## src/rtl/tsin_pkg.sv

```systemverilog
`timescale 1ns/1ps
package tsin_pkg;

  // Input format code that selects full-width parallel RGB on each rising edge
  localparam logic [3:0] MODE_RGB24 = 4'b0111;

  // Controller strobes after capture, still active low
  typedef struct packed {
    logic hsN;
    logic vsN;
    logic blN;
  } strobe_t;

  // Idle strobe state: no sync, blanking asserted
  localparam strobe_t STROBE_IDLE = '{hsN: 1'b1, vsN: 1'b1, blN: 1'b0};

  // Control-to-datapath strobes for one captured cycle
  typedef struct packed {
    logic frameStart;
    logic lineStart;
    logic firstActive;
    logic active;
  } ctl_t;

endpackage

```

## src/rtl/tsin_capture.sv

```systemverilog
`timescale 1ns/1ps
module tsin_capture
  import tsin_pkg::*;
#(
  parameter int BYTE_W = 8,
  parameter int PIX_W  = 24
) (
  input  logic              clk,
  input  logic              rstN,
  input  logic              hsyncN,
  input  logic              vsyncN,
  input  logic              blankN,
  input  logic [PIX_W-1:0]  pixIn,
  output strobe_t           strb,
  output logic [PIX_W-1:0]  riseWord,
  output logic [BYTE_W-1:0] fallByte
);

  // The falling-edge byte follows the rising-edge byte of the same cycle.
  // Stage one holds the rising-edge sample; stage two pairs it with the
  // byte caught half a cycle later.
  logic [BYTE_W-1:0] fallCap;
  strobe_t           s1Strb, s2Strb;
  logic [PIX_W-1:0]  s1Word, s2Word;
  logic [BYTE_W-1:0] s2Fall;

  always_ff @(negedge clk) begin
    fallCap <= pixIn[BYTE_W-1:0];
  end

  always_ff @(posedge clk) begin
    if (!rstN) begin
      s1Strb <= STROBE_IDLE;
      s1Word <= '0;
      s2Strb <= STROBE_IDLE;
      s2Word <= '0;
      s2Fall <= '0;
    end else begin
      s1Strb <= '{hsN: hsyncN, vsN: vsyncN, blN: blankN};
      s1Word <= pixIn;
      s2Strb <= s1Strb;
      s2Word <= s1Word;
      s2Fall <= fallCap;
    end
  end

  assign strb     = s2Strb;
  assign riseWord = s2Word;
  assign fallByte = s2Fall;

endmodule

```

## src/rtl/tsin_control.sv

```systemverilog
`timescale 1ns/1ps
module tsin_control
  import tsin_pkg::*;
#(
  parameter int OFF_W  = 10,
  parameter int LINE_W = 11
) (
  input  logic              clk,
  input  logic              rstN,
  input  strobe_t           strb,
  input  logic              cfgUseBlank,
  input  logic [OFF_W-1:0]  cfgStartOffset,
  input  logic [OFF_W-1:0]  cfgActiveLen,
  output ctl_t              ctl,
  output logic              startOfLine,
  output logic              startOfFrame,
  output logic [LINE_W-1:0] lineCount
);

  // One extra bit so offset plus length never overflows the window counter
  localparam int          CW      = OFF_W + 1;
  localparam logic [CW-1:0] CNT_MAX = '1;

  strobe_t        prevStrb;
  logic           hsLead, vsLead, blEnd;
  logic [CW-1:0]  sinceHs, curCnt, startCw, lenCw;
  logic           running, winLive, winActive, winFirst;

  always_comb begin
    hsLead  = prevStrb.hsN & ~strb.hsN;
    vsLead  = prevStrb.vsN & ~strb.vsN;
    blEnd   = ~prevStrb.blN & strb.blN;
    startCw = CW'(cfgStartOffset);
    lenCw   = CW'(cfgActiveLen);
    winLive = hsLead | running;
    if (hsLead)                 curCnt = '0;
    else if (sinceHs == CNT_MAX) curCnt = CNT_MAX;
    else                        curCnt = sinceHs + 1'b1;
    winActive = winLive && (curCnt >= startCw) && ((curCnt - startCw) < lenCw);
    winFirst  = winLive && (curCnt == startCw) && (lenCw != '0);
    ctl.frameStart  = vsLead;
    ctl.lineStart   = hsLead;
    ctl.active      = cfgUseBlank ? strb.blN : winActive;
    ctl.firstActive = cfgUseBlank ? blEnd    : winFirst;
  end

  always_ff @(posedge clk) begin
    if (!rstN) begin
      prevStrb     <= STROBE_IDLE;
      sinceHs      <= '0;
      running      <= 1'b0;
      startOfLine  <= 1'b0;
      startOfFrame <= 1'b0;
      lineCount    <= '0;
    end else begin
      prevStrb     <= strb;
      sinceHs      <= curCnt;
      running      <= winLive;
      startOfLine  <= hsLead;
      startOfFrame <= vsLead;
      if (vsLead)      lineCount <= '0;
      else if (hsLead) lineCount <= lineCount + 1'b1;
    end
  end


  frame_clear_chk: assert property (@(posedge clk) disable iff (!rstN)
    ctl.frameStart |=> (lineCount == '0) && startOfFrame);


  line_step_chk: assert property (@(posedge clk) disable iff (!rstN)
    (ctl.lineStart && !ctl.frameStart) |=> (lineCount == $past(lineCount) + 1'b1));


  line_pulse_chk: assert property (@(posedge clk) disable iff (!rstN)
    startOfLine |-> !$past(startOfLine));

endmodule

```

## src/rtl/tsin_assembler.sv

```systemverilog
`timescale 1ns/1ps
module tsin_assembler
  import tsin_pkg::*;
#(
  parameter int BYTE_W = 8,
  parameter int COLORS = 3,
  parameter int CNT_W  = 12
) (
  input  logic                       clk,
  input  logic                       rstN,
  input  ctl_t                       ctl,
  input  logic [3:0]                 cfgInMode,
  input  logic [BYTE_W*COLORS-1:0]   riseWord,
  input  logic [BYTE_W-1:0]          fallByte,
  output logic [BYTE_W*COLORS-1:0]   pixelOut,
  output logic                       pixelValid,
  output logic [CNT_W-1:0]           pixCount
);

  localparam int PIX_W = BYTE_W * COLORS;
  localparam int ACC_W = PIX_W - BYTE_W;
  localparam int LANES = 2;                 // rising then falling byte
  localparam int PH_W  = $clog2(COLORS);
  localparam logic [PH_W-1:0] LAST_PH = PH_W'(COLORS - 1);

  logic [PH_W-1:0]   phase, ph;
  logic [ACC_W-1:0]  partial, acc;
  logic [BYTE_W-1:0] lanes [LANES];
  logic [PIX_W-1:0]  muxPix, nextPix;
  logic              parMode, emit, nextValid;
  logic [CNT_W-1:0]  nextIdx, idxBase;

  always_comb begin
    parMode  = (cfgInMode == MODE_RGB24);
    lanes[0] = riseWord[BYTE_W-1:0];
    lanes[1] = fallByte;
    ph       = ctl.firstActive ? '0 : phase;
    acc      = partial;
    emit     = 1'b0;
    muxPix   = '0;
    if (ctl.active && !parMode) begin
      for (int i = 0; i < LANES; i++) begin
        if (ph == LAST_PH) begin
          muxPix = {acc, lanes[i]};
          emit   = 1'b1;
          ph     = '0;
        end else begin
          acc = (acc << BYTE_W) | ACC_W'(lanes[i]);
          ph  = ph + 1'b1;
        end
      end
    end
    nextValid = ctl.active & (parMode | emit);
    nextPix   = parMode ? riseWord : muxPix;
    idxBase   = ctl.firstActive ? '0 : nextIdx;
  end

  always_ff @(posedge clk) begin
    if (!rstN) begin
      phase      <= '0;
      partial    <= '0;
      nextIdx    <= '0;
      pixCount   <= '0;
      pixelOut   <= '0;
      pixelValid <= 1'b0;
    end else begin
      phase      <= ph;
      partial    <= acc;
      pixelValid <= nextValid;
      if (nextValid) begin
        pixelOut <= nextPix;
        pixCount <= idxBase;
        nextIdx  <= idxBase + 1'b1;
      end else begin
        nextIdx  <= idxBase;
      end
    end
  end


  valid_gate_chk: assert property (@(posedge clk) disable iff (!rstN)
    !ctl.active |=> !pixelValid);


  mux_rate_chk: assert property (@(posedge clk) disable iff (!rstN)
    (!parMode && pixelValid && $past(pixelValid)) |=> !pixelValid);


  par_first_chk: assert property (@(posedge clk) disable iff (!rstN)
    (parMode && ctl.firstActive) |=> (pixelValid && pixCount == '0));

endmodule

```

## src/rtl/timing_slave_rx.sv

```systemverilog
`timescale 1ns/1ps
module timing_slave_rx
  import tsin_pkg::*;
#(
  parameter int BYTE_W = 8,
  parameter int COLORS = 3,
  parameter int OFF_W  = 10,
  parameter int CNT_W  = 12,
  parameter int LINE_W = 11
) (
  input  logic                     clk,
  input  logic                     rstN,
  input  logic                     cfgUseBlank,
  input  logic [3:0]               cfgInMode,
  input  logic [OFF_W-1:0]         cfgStartOffset,
  input  logic [OFF_W-1:0]         cfgActiveLen,
  input  logic                     hsyncN,
  input  logic                     vsyncN,
  input  logic                     blankN,
  input  logic [BYTE_W*COLORS-1:0] pixIn,
  output logic [BYTE_W*COLORS-1:0] pixelOut,
  output logic                     pixelValid,
  output logic                     startOfLine,
  output logic                     startOfFrame,
  output logic [CNT_W-1:0]         pixCount,
  output logic [LINE_W-1:0]        lineCount
);

  localparam int PIX_W = BYTE_W * COLORS;

  strobe_t           strb;
  logic [PIX_W-1:0]  riseWord;
  logic [BYTE_W-1:0] fallByte;
  ctl_t              ctl;

  tsin_capture #(.BYTE_W(BYTE_W), .PIX_W(PIX_W)) uCapture (
    .clk      (clk),
    .rstN     (rstN),
    .hsyncN   (hsyncN),
    .vsyncN   (vsyncN),
    .blankN   (blankN),
    .pixIn    (pixIn),
    .strb     (strb),
    .riseWord (riseWord),
    .fallByte (fallByte)
  );

  tsin_control #(.OFF_W(OFF_W), .LINE_W(LINE_W)) uControl (
    .clk            (clk),
    .rstN           (rstN),
    .strb           (strb),
    .cfgUseBlank    (cfgUseBlank),
    .cfgStartOffset (cfgStartOffset),
    .cfgActiveLen   (cfgActiveLen),
    .ctl            (ctl),
    .startOfLine    (startOfLine),
    .startOfFrame   (startOfFrame),
    .lineCount      (lineCount)
  );

  tsin_assembler #(.BYTE_W(BYTE_W), .COLORS(COLORS), .CNT_W(CNT_W)) uAssembler (
    .clk        (clk),
    .rstN       (rstN),
    .ctl        (ctl),
    .cfgInMode  (cfgInMode),
    .riseWord   (riseWord),
    .fallByte   (fallByte),
    .pixelOut   (pixelOut),
    .pixelValid (pixelValid),
    .pixCount   (pixCount)
  );

endmodule

```

## config.mk

```make
export PLATFORM = sky130hd
export DESIGN_NAME = timing_slave_rx
export DESIGN_NICKNAME = d
export VERILOG_FILES = /design/src/rtl/tsin_pkg.sv /design/src/rtl/tsin_capture.sv /design/src/rtl/tsin_control.sv /design/src/rtl/tsin_assembler.sv /design/src/rtl/timing_slave_rx.sv
export SDC_FILE = /design/constraint.sdc
export NUM_CORES = 1
export LEC_CHECK = 0
export ABC_AREA = 0
export CAP_MARGIN = 0
export CORE_MARGIN = 3
export CORE_UTILIZATION = 51
export CTS_BUF_LIST = sky130_fd_sc_hd__clkbuf_4
export DETAILED_ROUTE_END_ITERATION = 16
export GPL_TIMING_DRIVEN = 0
export HOLD_SLACK_MARGIN = 0.15
export PLACE_DENSITY = 0.79
export SETUP_SLACK_MARGIN = 0.05
export SYNTH_ARGS = -nofsm -noshare
export SYNTH_HDL_FRONTEND = slang
export SYNTH_SLANG_ARGS = --single-unit
export TNS_END_PERCENT = 5
```

## constraint.sdc

```tcl
create_clock -name clk -period 4.72 [get_ports clk]
set_clock_uncertainty 0.05 [all_clocks]
set_input_delay 0.708 -clock clk [delete_from_list [all_inputs] [get_ports clk]]
set_output_delay 0.708 -clock clk [all_outputs]
set_load 0.05 [all_outputs]
```

### Yosys cells after proc, flatten, opt, wreduce, memory -nomap -nowiden

Index checks and enable logic that the tools add are counted.

| word-level totals | value |
|---|---|
| register bits after elaboration | 165 |
| bits in latches | 0 |
| RAM bits | 0 |
| ROM bits | 0 |
| bits of input ports | 54 |
| logic and storage cells | 78 |
| memories | 0 |

| cells by class | value |
|---|---|
| add/subtract/negate cells | 6 |
| multipliers | 0 |
| div/mod/pow operators | 0 |
| magnitude comparators | 2 |
| equal/unequal tests | 5 |
| shift operators | 0 |
| multiplexer cells | 21 |
| bitwise gates (word level) | 12 |
| reduce and logical (&&, ||, !) cells | 8 |

Operators with widths:

| cell | count |
|---|---|
| $mux 24 | 4 |
| $mux 16 | 3 |
| $or 16x8->16 | 2 |
| $mux 12 | 2 |
| $add 11x1->11 const B | 2 |
| $mux 11 | 2 |
| $add 12x1->12 const B | 1 |
| $eq 11x10->1 | 1 |
| $eq 11x11->1 const B | 1 |
| $ge 11x10->1 | 1 |
| $lt 11x10->1 | 1 |
| $sub 11x10->11 | 1 |
| $mux 2 | 5 |
| $reduce_bool 10->1 | 1 |
| $logic_and 1x1->1 | 5 |
| $mux 1 | 5 |
| $add 2x1->2 const B | 2 |
| $and 1x1->1 | 4 |
| $eq 2x2->1 const B | 2 |
| $eq 4x3->1 const B | 1 |
| $not 1->1 | 4 |
| $or 1x1->1 | 2 |
| $reduce_or 2->1 | 1 |
| $logic_not 1->1 | 1 |

### Longest topological paths before layout

Gate-level depths: netlist of run 1.

| logic depth | value |
|---|---|
| depth after elaboration | 17 |
| depth in mapped cells | 23 |
| gate-level depth less buffers | 21 |

### By module

Synthesis of run 1 repeated with hierarchy kept, for this count alone.

| second synthesis, totals | value |
|---|---|
| cell total of the unflattened synthesis | 781 |
| area, all modules | 7,175.6 um2 |

By module, submodules not included:

| module | times used | cells an instance | area an instance (um2) | sequential area each (um2) |
|---|---|---|---|---|
| tsin_assembler | 1 | 406 | 3,363.2 | 1,341.3 |
| tsin_control | 1 | 236 | 1,988.2 | 560.5 |
| tsin_capture | 1 | 139 | 1,824.2 | 1,401.3 |

==> impl.org, run 1 <==
** Run status
- Result of the run :: finished clean

** Logic synthesis
- In this run the mean area of a mapped cell was 9.328 um2.
- In the synthesized netlist the dominant register cell turns out to be dfxtp_1.
- The top cell type by area accounts for a little under half of the synthesized area.
- Cell Area, Synth :: 6930 um2
- Counting flops with an async set or reset pin after synthesis yields a share of 0%.
- For this run, the number of Yosys warnings is 0.
- Of the synthesized area, sequential elements account for 47.66%.
- Synthesis instantiated 67 different standard cells from the library.
- Main area contributors after synthesis :: dfxtp_1 (48%), and2_1 (6.7%), a21oi_1 (4.8%)
- Yosys mapped a number of flops with a built-in enable equal to 0.
- Number of storage elements in the synthesis netlist :: 165
- The number of nets in the synthesized netlist is 823.
- Of all cell types, the one taking the most synthesized area is dfxtp_1.
- Synthesis produced 743 cells.

** Global routing
- For this run, the total global-route usage over all layers was measured as about a quarter.
- The first global-routing pass estimated roughly 29 mm of wire.
- Initial antenna violation count :: 1
- GRT overflow :: 0
- The number of global-route vias before repair is between 5k and 6k.
- Pin count of the biggest net entering global routing :: 17

** Die
- Die W :: 122.6 um
- Row generation in the floorplan step produced 41 rows.
- The floorplan step defined a die boundary enclosing 15020 um2.
- For this configuration, the core starts out at a cell density of 53.61%.
- Chip height :: approximately 120 um
- Boundary pin count :: 104
- The core region is 12930 um2.

** Worst setup path
- Critical path launch point type :: register
- At the worst endpoint, the arrival time is 5.06 ns.
- Kind of end point of the critical path :: register
- Along the worst path, the maximum fanout reaches 10.
- Data on the critical path is required at its endpoint by 5.17 ns.
- In this run the critical register-to-register path is captured at uAssembler.pixelOut[9]$_SDFFE_PN0P_.
- The most critical setup path has its endpoint at uAssembler.pixelOut[9]$_SDFFE_PN0P_.
- Critical path type :: register to register
- Register-to-register setup slack :: 0.12 ns
- Counting cells, the worst reg-to-reg path comes to 26.
- The worst register-to-register path begins at uControl.sinceHs[0]$_SDFF_PN0_.
- Crit path launch :: uControl.sinceHs[0]$_SDFF_PN0_

** Timing
- Shortest period the worst path allows :: 4.602 ns
- Setup repair after global routing missed its margin :: true
- Final Hold Slack :: 0.3806 ns
- Setup violations remaining at the end of the flow were counted as 0.
- The count of endpoints failing hold in the final timing report was 0.
- Final cycle utilization of the critical path :: 97.50%
- Measured against its own limit, the worst slew margin works out to 59.54%.
- Achievable Freq :: between 0.2 and 0.25 GHz
- The max-slew violation count is 0.
- Least-Margin Pin Slew :: slightly above 0.6 ns
- After layout, the worst setup slack is 0.1178 ns.

** Clock network
- The longest clock path from root to sink contains 2 buffers.
- CTS built an H-tree with a depth of 4.
- The later pin in the worst-skew pair is clocked with a latency of between 0.5 and 0.6 ns.
- Buffers inserted to repair hold after CTS numbered 0.
- The tree is rooted in a clkbuf_4.
- Counting every sink on the clock net gives 165.
- Clock tree synthesis inserted a total of 17 buffers.
- TritonCTS built the clock tree.
- Clock-pin slew was measured on the worst setup and hold paths at 0.15 ns.

** Min path
- The min-delay analysis places its worst path in the category register to register.
- Worst hold path stage count :: 1

** Routing
- DRC violation total after the first TritonRoute iteration :: 586
- Via density per instance :: 5.659
- The first TritonRoute pass finished after 5 iterations.
- Via Count :: 6078
- DRC violation count after routing :: 0
- Remaining number of nets flagged by the antenna check after routing :: 0
- Final wirelength :: 18.33 mm
- Wire length per cell :: between 15 and 20 um

** Final layout
- Reg area :: between 3000 and 4000 um2
- Most frequent cells in the layout :: dfxtp_1 (163), clkdlybuf4s50_1 (103), nand2_1 (77), and2_1 (74), a21oi_1 (55)
- Cell Count, Final, Fillers Out :: 1074
- # fillers :: 1007
- Share of the core filled with cells in the final layout :: 69.97%
- Area of the multi-input gates :: 3631 um2
- Leaving out fill and tap cells, the most frequent cell in the layout is dfxtp_1.
- After the last flow step, the layout net total stands at 968.
- Synthesis-to-layout area growth :: 30.51%
- Of the cells placed in the final design, the portion with a size suffix greater than 1 is 14.43%.

** Power and ir drop
- Total power draw :: 2.600 mW
- In this run the power density over the cells is 287.4 nW/um2.
- Across the VDD grid, the largest voltage drop is between 0.0002 and 0.00025 V.
- For this design the static power due to leakage is 3.489 nW.

** Place
- At the end of routability-driven placement, the weighted congestion stood at 0.9265.
- Detailed placement ended at an HPWL of 13.27 mm.
- Counting tap cells, the placed design contains a total of 1018 instances.
- Count of port buffers added during placement :: 103
- OpenSTA, run right after detailed placement, puts the worst setup slack at -0.9926 ns.

** Job
- Max-cap violations in this run came to 0.
==> metrics by stage <==
| stage | TNS, ns | instance area, um2 |
|---|---|---|
| final | 0 | 9045 |
| after floorplan | 0 | 6930 |
| after global routing | -2.319 | 9045 |
| after global placement | -38.20 | 8177 |
| after detailed placement | -57.07 | 8177 |
| after CTS | 0 | 8741 |
==> cells by family after synthesis <==
group                      count (synthesis)  share of synthesized area [%]
AOI/OAI and AO/OA                        186                          19.84
xor gates and xnor gates                  20                          2.528
adders and majority gates                 26                          4.802
buffers and inverters                     75                          4.513
DFF                                      165                          47.66
muxes                                      1                         0.1444
and+or+nand+nor                          270                          20.51
==> worst max-delay path, stage by stage (launching register included) <==
cell,delay (ns)
dfxtp_2,0.37
ha_4,0.17
nand3_4,0.09
nor2_4,0.04
nand4_1,0.08
buf_6,0.14
buf_6,0.09
a21o_1,0.14
ha_2,0.20
inv_2,0.04
fa_2,0.39
a21o_1,0.20
a31o_4,0.24
a21oi_4,0.15
o21bai_1,0.08
a21oi_1,0.19
xnor2_1,0.10
ha_1,0.33
nand3_2,0.13
a211oi_4,0.23
o31ai_4,0.10
buf_6,0.15
o211ai_4,0.16
clkbuf_16,0.23
buf_4,0.17
nand2_1,0.08
a21oi_1,0.18
==> power breakdown <==
group / internal, mW / switching [mW]
clock: 0.349 / 0.565
sequential: 1.43 / 0.0196
combinational: 0.117 / 0.121
total: 1.89 / 0.706
==> sequential cells by signal, summed over array words and instances (netlist names), 3 cells and up <==
name                 cells
uAssembler.nextIdx      12
uAssembler.partial      16
uAssembler.pixCount     12
uAssembler.pixelOut     24
uCapture.fallByte        8
uCapture.fallCap         8
uCapture.riseWord       24
uCapture.s1Strb          3
uCapture.s1Word         24
uCapture.strb            3
uControl.lineCount      11
uControl.prevStrb        3
uControl.sinceHs        11
==> metal layers <==
metal	global-route usage (%)	up-vias	part of all wire (%)
li1	-	2925	-
met1	32.49	2921	44
met2	39.99	202	48
met3	4.562	30	6.1
met4	8.957	0	1.8
met5	0	-	0
==> synthesized netlist by cell type (all sizes together) (2+ instances only) <==
| cell | number |
|---|---|
| nand2b | 10 |
| a21o | 6 |
| and4 | 3 |
| or4b | 5 |
| nor4 | 2 |
| nand4 | 7 |
| ha | 25 |
| a31oi | 3 |
| a221o | 8 |
| o31ai | 2 |
| a211oi | 3 |
| or2 | 3 |
| o211ai | 27 |
| o221a | 16 |
| clkbuf | 24 |
| o21a | 2 |
| a21oi | 68 |
| inv | 34 |
| dfxtp | 165 |
| o41ai | 4 |
| o22a | 14 |
| a21boi | 3 |
| nand2 | 78 |
| or3 | 6 |
| nor2 | 31 |
| and2 | 74 |
| a221oi | 8 |
| nand3 | 25 |
| buf | 16 |
| o21ai | 15 |
| xor2 | 12 |
| nor3 | 11 |
| and3 | 10 |
| xnor2 | 8 |
==> how the worst min path moves through the flow <==
stage | startpoint | to | slack (ns)
after detailed placement | uCapture.s1Strb[2]$_SDFF_PN1_ | uCapture.strb[2]$_SDFF_PN1_ | 0.35
final | uCapture.s1Strb[2]$_SDFF_PN1_ | uCapture.strb[2]$_SDFF_PN1_ | 0.38
after global placement | uCapture.s1Strb[1]$_SDFF_PN1_ | uCapture.strb[1]$_SDFF_PN1_ | 0.34
after floorplan | uCapture.s1Strb[1]$_SDFF_PN1_ | uCapture.strb[1]$_SDFF_PN1_ | 0.34
after global routing | uCapture.s1Strb[2]$_SDFF_PN1_ | uCapture.strb[2]$_SDFF_PN1_ | 0.38
after CTS | uCapture.s1Strb[2]$_SDFF_PN1_ | uCapture.strb[2]$_SDFF_PN1_ | 0.38
==> cell type report <==
class                      count  area share (%)
antenna                        1         0.02767
buffer                        40           2.490
clock buffer                  17           1.411
clock inverter                23           2.421
inverter                      34           1.411
multi-input combinational    503           40.14
sequential                   165           36.55
tap                          172           2.379
timing repair buffer         119           13.17
==> timing repair <==
item / 4_1_cts / 5_1_grt
pin swaps: 14 / 33
gates cloned: 0 / 2
endpoints found under the setup margin: 67 / 67
setup buffers: 10 / 4
resized for setup: 35 / 58
(Power assumes the default switching activity.)
==> run 2, diff against run 1 <==
CORE_UTILIZATION = 35   (was 51)
PLACE_DENSITY = 0.58   (was 0.79)
==> run 2 against run 1 <==
Against the previous run: global-route usage fell by 8.3 points; cell area is 0.25% higher; sequential share of layout area about the same; die area is 43% higher; clock power is 4.2% lower.
==> impl.org, run 2 (synthesis results as in run 1) <==
** Worst setup path
- The largest fanout of any net on the critical path is 10 (unchanged).
- The worst setup path is launched from a register.
- Traced cell by cell, the critical path runs through ha_4 -> nand3_4 -> nor2_4 -> nand4_1 -> buf_6 -> a21o_1 -> ha_2 -> inv_2 -> fa_2 -> a21o_1 -> a31o_4 -> a21oi_4 -> o21bai_1 -> a21oi_1 -> xnor2_1 -> ha_1 -> a21oi_2 -> o221ai_2 -> o31ai_4 -> buf_6 -> o211ai_4 -> buf_8 -> o41ai_2 -> a21oi_1.
- Critical path data required time :: 5.12 ns (-0.05 ns)
- The worst setup path is of the register to register kind.
- Among all stages on the critical path, the largest delay is contributed by dfxtp_4.
- Data arrival, critical path :: 4.88 ns (-0.18 ns)
- Kind of end point of the critical path :: register
- Largest incremental delay on the critical path :: 0.38 ns (about the same)

** Timing
- The period utilization is 94.97% (-2.5 points).
- The slew at the pin closest to its max-slew limit was 0.6819 ns (+0.07506 ns).
- Setup repair after global routing missed its margin :: true
- The timing-limited maximum frequency came to 0.2231 GHz (+2.7%).
- Count of endpoints failing setup in the final report :: 0 (unchanged)
- The sum of negative setup slack is 0 ns (unchanged).
- The minimum clock period came to 4.483 ns (-0.1195 ns).
- The max-slew violation count is 0 (unchanged).
- Worst slew slack as a fraction of its limit :: 54.54% (-5.0 points)
- Fin. Hold Viols :: 0 (unchanged)

** Die
- Boundary pin count :: 104 (unchanged)
- Chip height :: 146.7 um (+20%)
- Die W :: 146.7 um (+20%)
- The core footprint was 19080 um2 (+48%).
- Die area :: 21530 um2 (+43%)
- The effective utilization at floorplan is 36.32% (-17 points).
- Row Count :: 50 (+22%)

** Clock network
- The clock transition at the registers of the reported paths is 0.15 ns (about the same).
- CTS root buffer :: clkbuf_4
- The number of buffers on the longest clock path came to 2 (unchanged).
- Latest clock arrival within the worst-skew pair :: 0.56 ns (-0.03 ns)
- The clock buffer count from CTS was 17 (unchanged).
- The H-tree depth was 4 (unchanged).
- TritonCTS clock tree :: built
- Count of hold-fix buffers inserted at cts :: 0 (unchanged)
- Clock sink count :: 165 (unchanged)

** Global routing
- The wire length of the first global-routing pass came to 28.13 mm (-2.3%).
- Vias in the first global route :: 5373 (-9.2%)
- The pin count of the biggest net entering global routing came to 19 (+2).
- The overflow left after global routing came to 0 (unchanged).
- The total global routing track utilization was 16.15% (-8.3 points).
- Initial antenna violation count :: 1 (unchanged)

** Run status
- Result of the run :: finished clean

** Place
- Routability cong. :: 0.8754 (-5.5%)
- The cell count after placement is 1106 (+8.6%).
- The placed wire-length estimate was 13.02 mm (-1.9%).
- The count of buffers inserted at the top-level ports came to 103 (unchanged).

** Final layout
- The final standard cell utilization of the core was 47.52% (-22 points).
- The final standard cell count with taps included and fillers excluded is 1165 (+8.5%).
- The number of nets at the end of the flow came to 971 (+0.31%).
- The count of fill cells added during filler insertion came to 1878 (+86%).
- In the layout the commonest cells are dfxtp_1 (163), clkdlybuf4s50_1 (103), nand2_1 (77), and2_1 (74), a21oi_1 (59).
- The fraction of final layout cells with drive strength greater than 1 is 13.83% (-0.60 points).
- Relative to the synthesized area, the layout overhead comes to 30.84%.
- Leaving out fill and tap cells, the most frequent cell in the layout is dfxtp_1.

** Min path
- The worst hold path belongs to the class register to register.

** Routing
- DRC violation total after the first TritonRoute iteration :: 290 (-51%)
- The remaining antenna violation count came to 0 (unchanged).
- Via density per instance :: 4.898 (-13%)
- Via Count :: 5706 (-6.1%)
- The detailed-route wire length was 17.65 mm (-3.7%).
- Wire length per cell :: 15.15 um (-11%)
- The first-pass iteration count of the detailed router was 5 (unchanged).
- The post-route DRC violation count is 0 (unchanged).

** Power and ir drop
- The switching power of the nets was 0.7075 mW (+0.24%).
- The leakage power came to 3.448 nW (-1.2%).
- The part of the power in registers was 56.4% (+0.7 points).
- Switching part of the total :: 27.59% (+0.45 points)
- The cell area power density was 282.8 nW/um2 (-1.6%).
- The maximum resistive drop on vdd is 0.0001734 V (-22%).
- Power share of the clock group :: 34.2% (-1.0 points)
- The internal power contribution was 1.856 mW (-2.0%).
- The overall power of the completed layout was 2.564 mW (-1.4%).
- Combinational share of power :: 9.4% (+0.3 points)

** Job
- Max-capacitance violation count :: 0 (unchanged)
## run 2: changes by cell type in the layout (fill, tap and decap cells not counted), sizes merged
cell and change:
buf +4, bufinv -1
## run 2: path summary, 6_finish.rpt
kind                                                         end                      startpoint  slack, ns  depth (start not counted)
worst min-delay path                 uCapture.strb[1]$_SDFF_PN1_   uCapture.s1Strb[1]$_SDFF_PN1_       0.38                          1
worst min register to register       uCapture.strb[1]$_SDFF_PN1_   uCapture.s1Strb[1]$_SDFF_PN1_       0.38                          1
worst max register to register  uAssembler.nextIdx[7]$_SDFF_PN0_  uControl.sinceHs[0]$_SDFF_PN0_       0.24                         24
worst max-delay path            uAssembler.nextIdx[7]$_SDFF_PN0_  uControl.sinceHs[0]$_SDFF_PN0_       0.24                         24
## run 2: worst max-delay path: cells and delay by family (launching register included)
family	cells	cell delay [ns]
flip-flops	1	0.38
XOR/XNOR	1	0.09
adder cells (fa/ha/maj)	4	1.06
buffers and inverters	4	0.53
AND/OR/NAND/NOR	3	0.27
AO/OA/AOI/OAI	12	1.98
## run 2: layout make-up
class	instances	area (um2)	area share (%)
multi-input cells	503	3561	39.27
flip-flops and latches	165	3311	36.51
repair buffers	122	1189	13.11
well taps	260	325.3	3.588
plain buffers	40	225.2	2.484
clock inverters	22	191.4	2.111
clock buffers	18	135.1	1.490
inverters	34	127.6	1.407
diodes	1	2.502	0.02760
## run 2: power by group through the flow
stage	Sequential (mW)	Combinational [mW]	Clock (mW)
finish	1.45	0.242	0.877
global route	1.45	0.268	0.972
detailed placement	1.47	0.206	0.0118
floorplan	1.47	0.117	0.0118
CTS	1.44	0.219	0.903
global placement	1.47	0.204	0.0118
## run 2: what timing repair did
item / 4_1_cts / 5_1_grt
gates cloned: 1 / 0
resized for setup: 32 / 50
endpoints found under the setup margin: 67 / 67
pin swaps: 10 / 23
setup buffers: 11 / 8
## run 2: layer usage
| metal | GRT usage (%) | vias to the layer above | share of wire, % |
|---|---|---|---|
| met5 | 0 | - | 0 |
| met3 | 3.270 | 16 | 4.3 |
| met2 | 24.84 | 123 | 45 |
| met4 | 4.845 | 0 | 1.6 |
| met1 | 22.93 | 2635 | 49 |
| li1 | - | 2932 | - |
## run 2: stage by stage
step | setup slack (ns) | area, um2 | hold slack (ns)
final | 0.2372 | 9067 | 0.3769
after global routing | 0.01007 | 9067 | 0.3991
after CTS | 0.01846 | 8807 | 0.3750
after detailed placement | -1.029 | 8287 | 0.3421
after global placement | -0.9417 | 8287 | 0.3391
after floorplan | 0.06393 | 6930 | 0.3363
==> run 3, diff against run 2 <==
ABC_CLOCK_PERIOD_IN_PS = 4720   (was unset)
CORE_UTILIZATION = 51   (was 35)
PLACE_DENSITY = 0.79   (was 0.58)
==> results of run 3 <==
Final layout, timing and power as in run 1 (identical DEF).
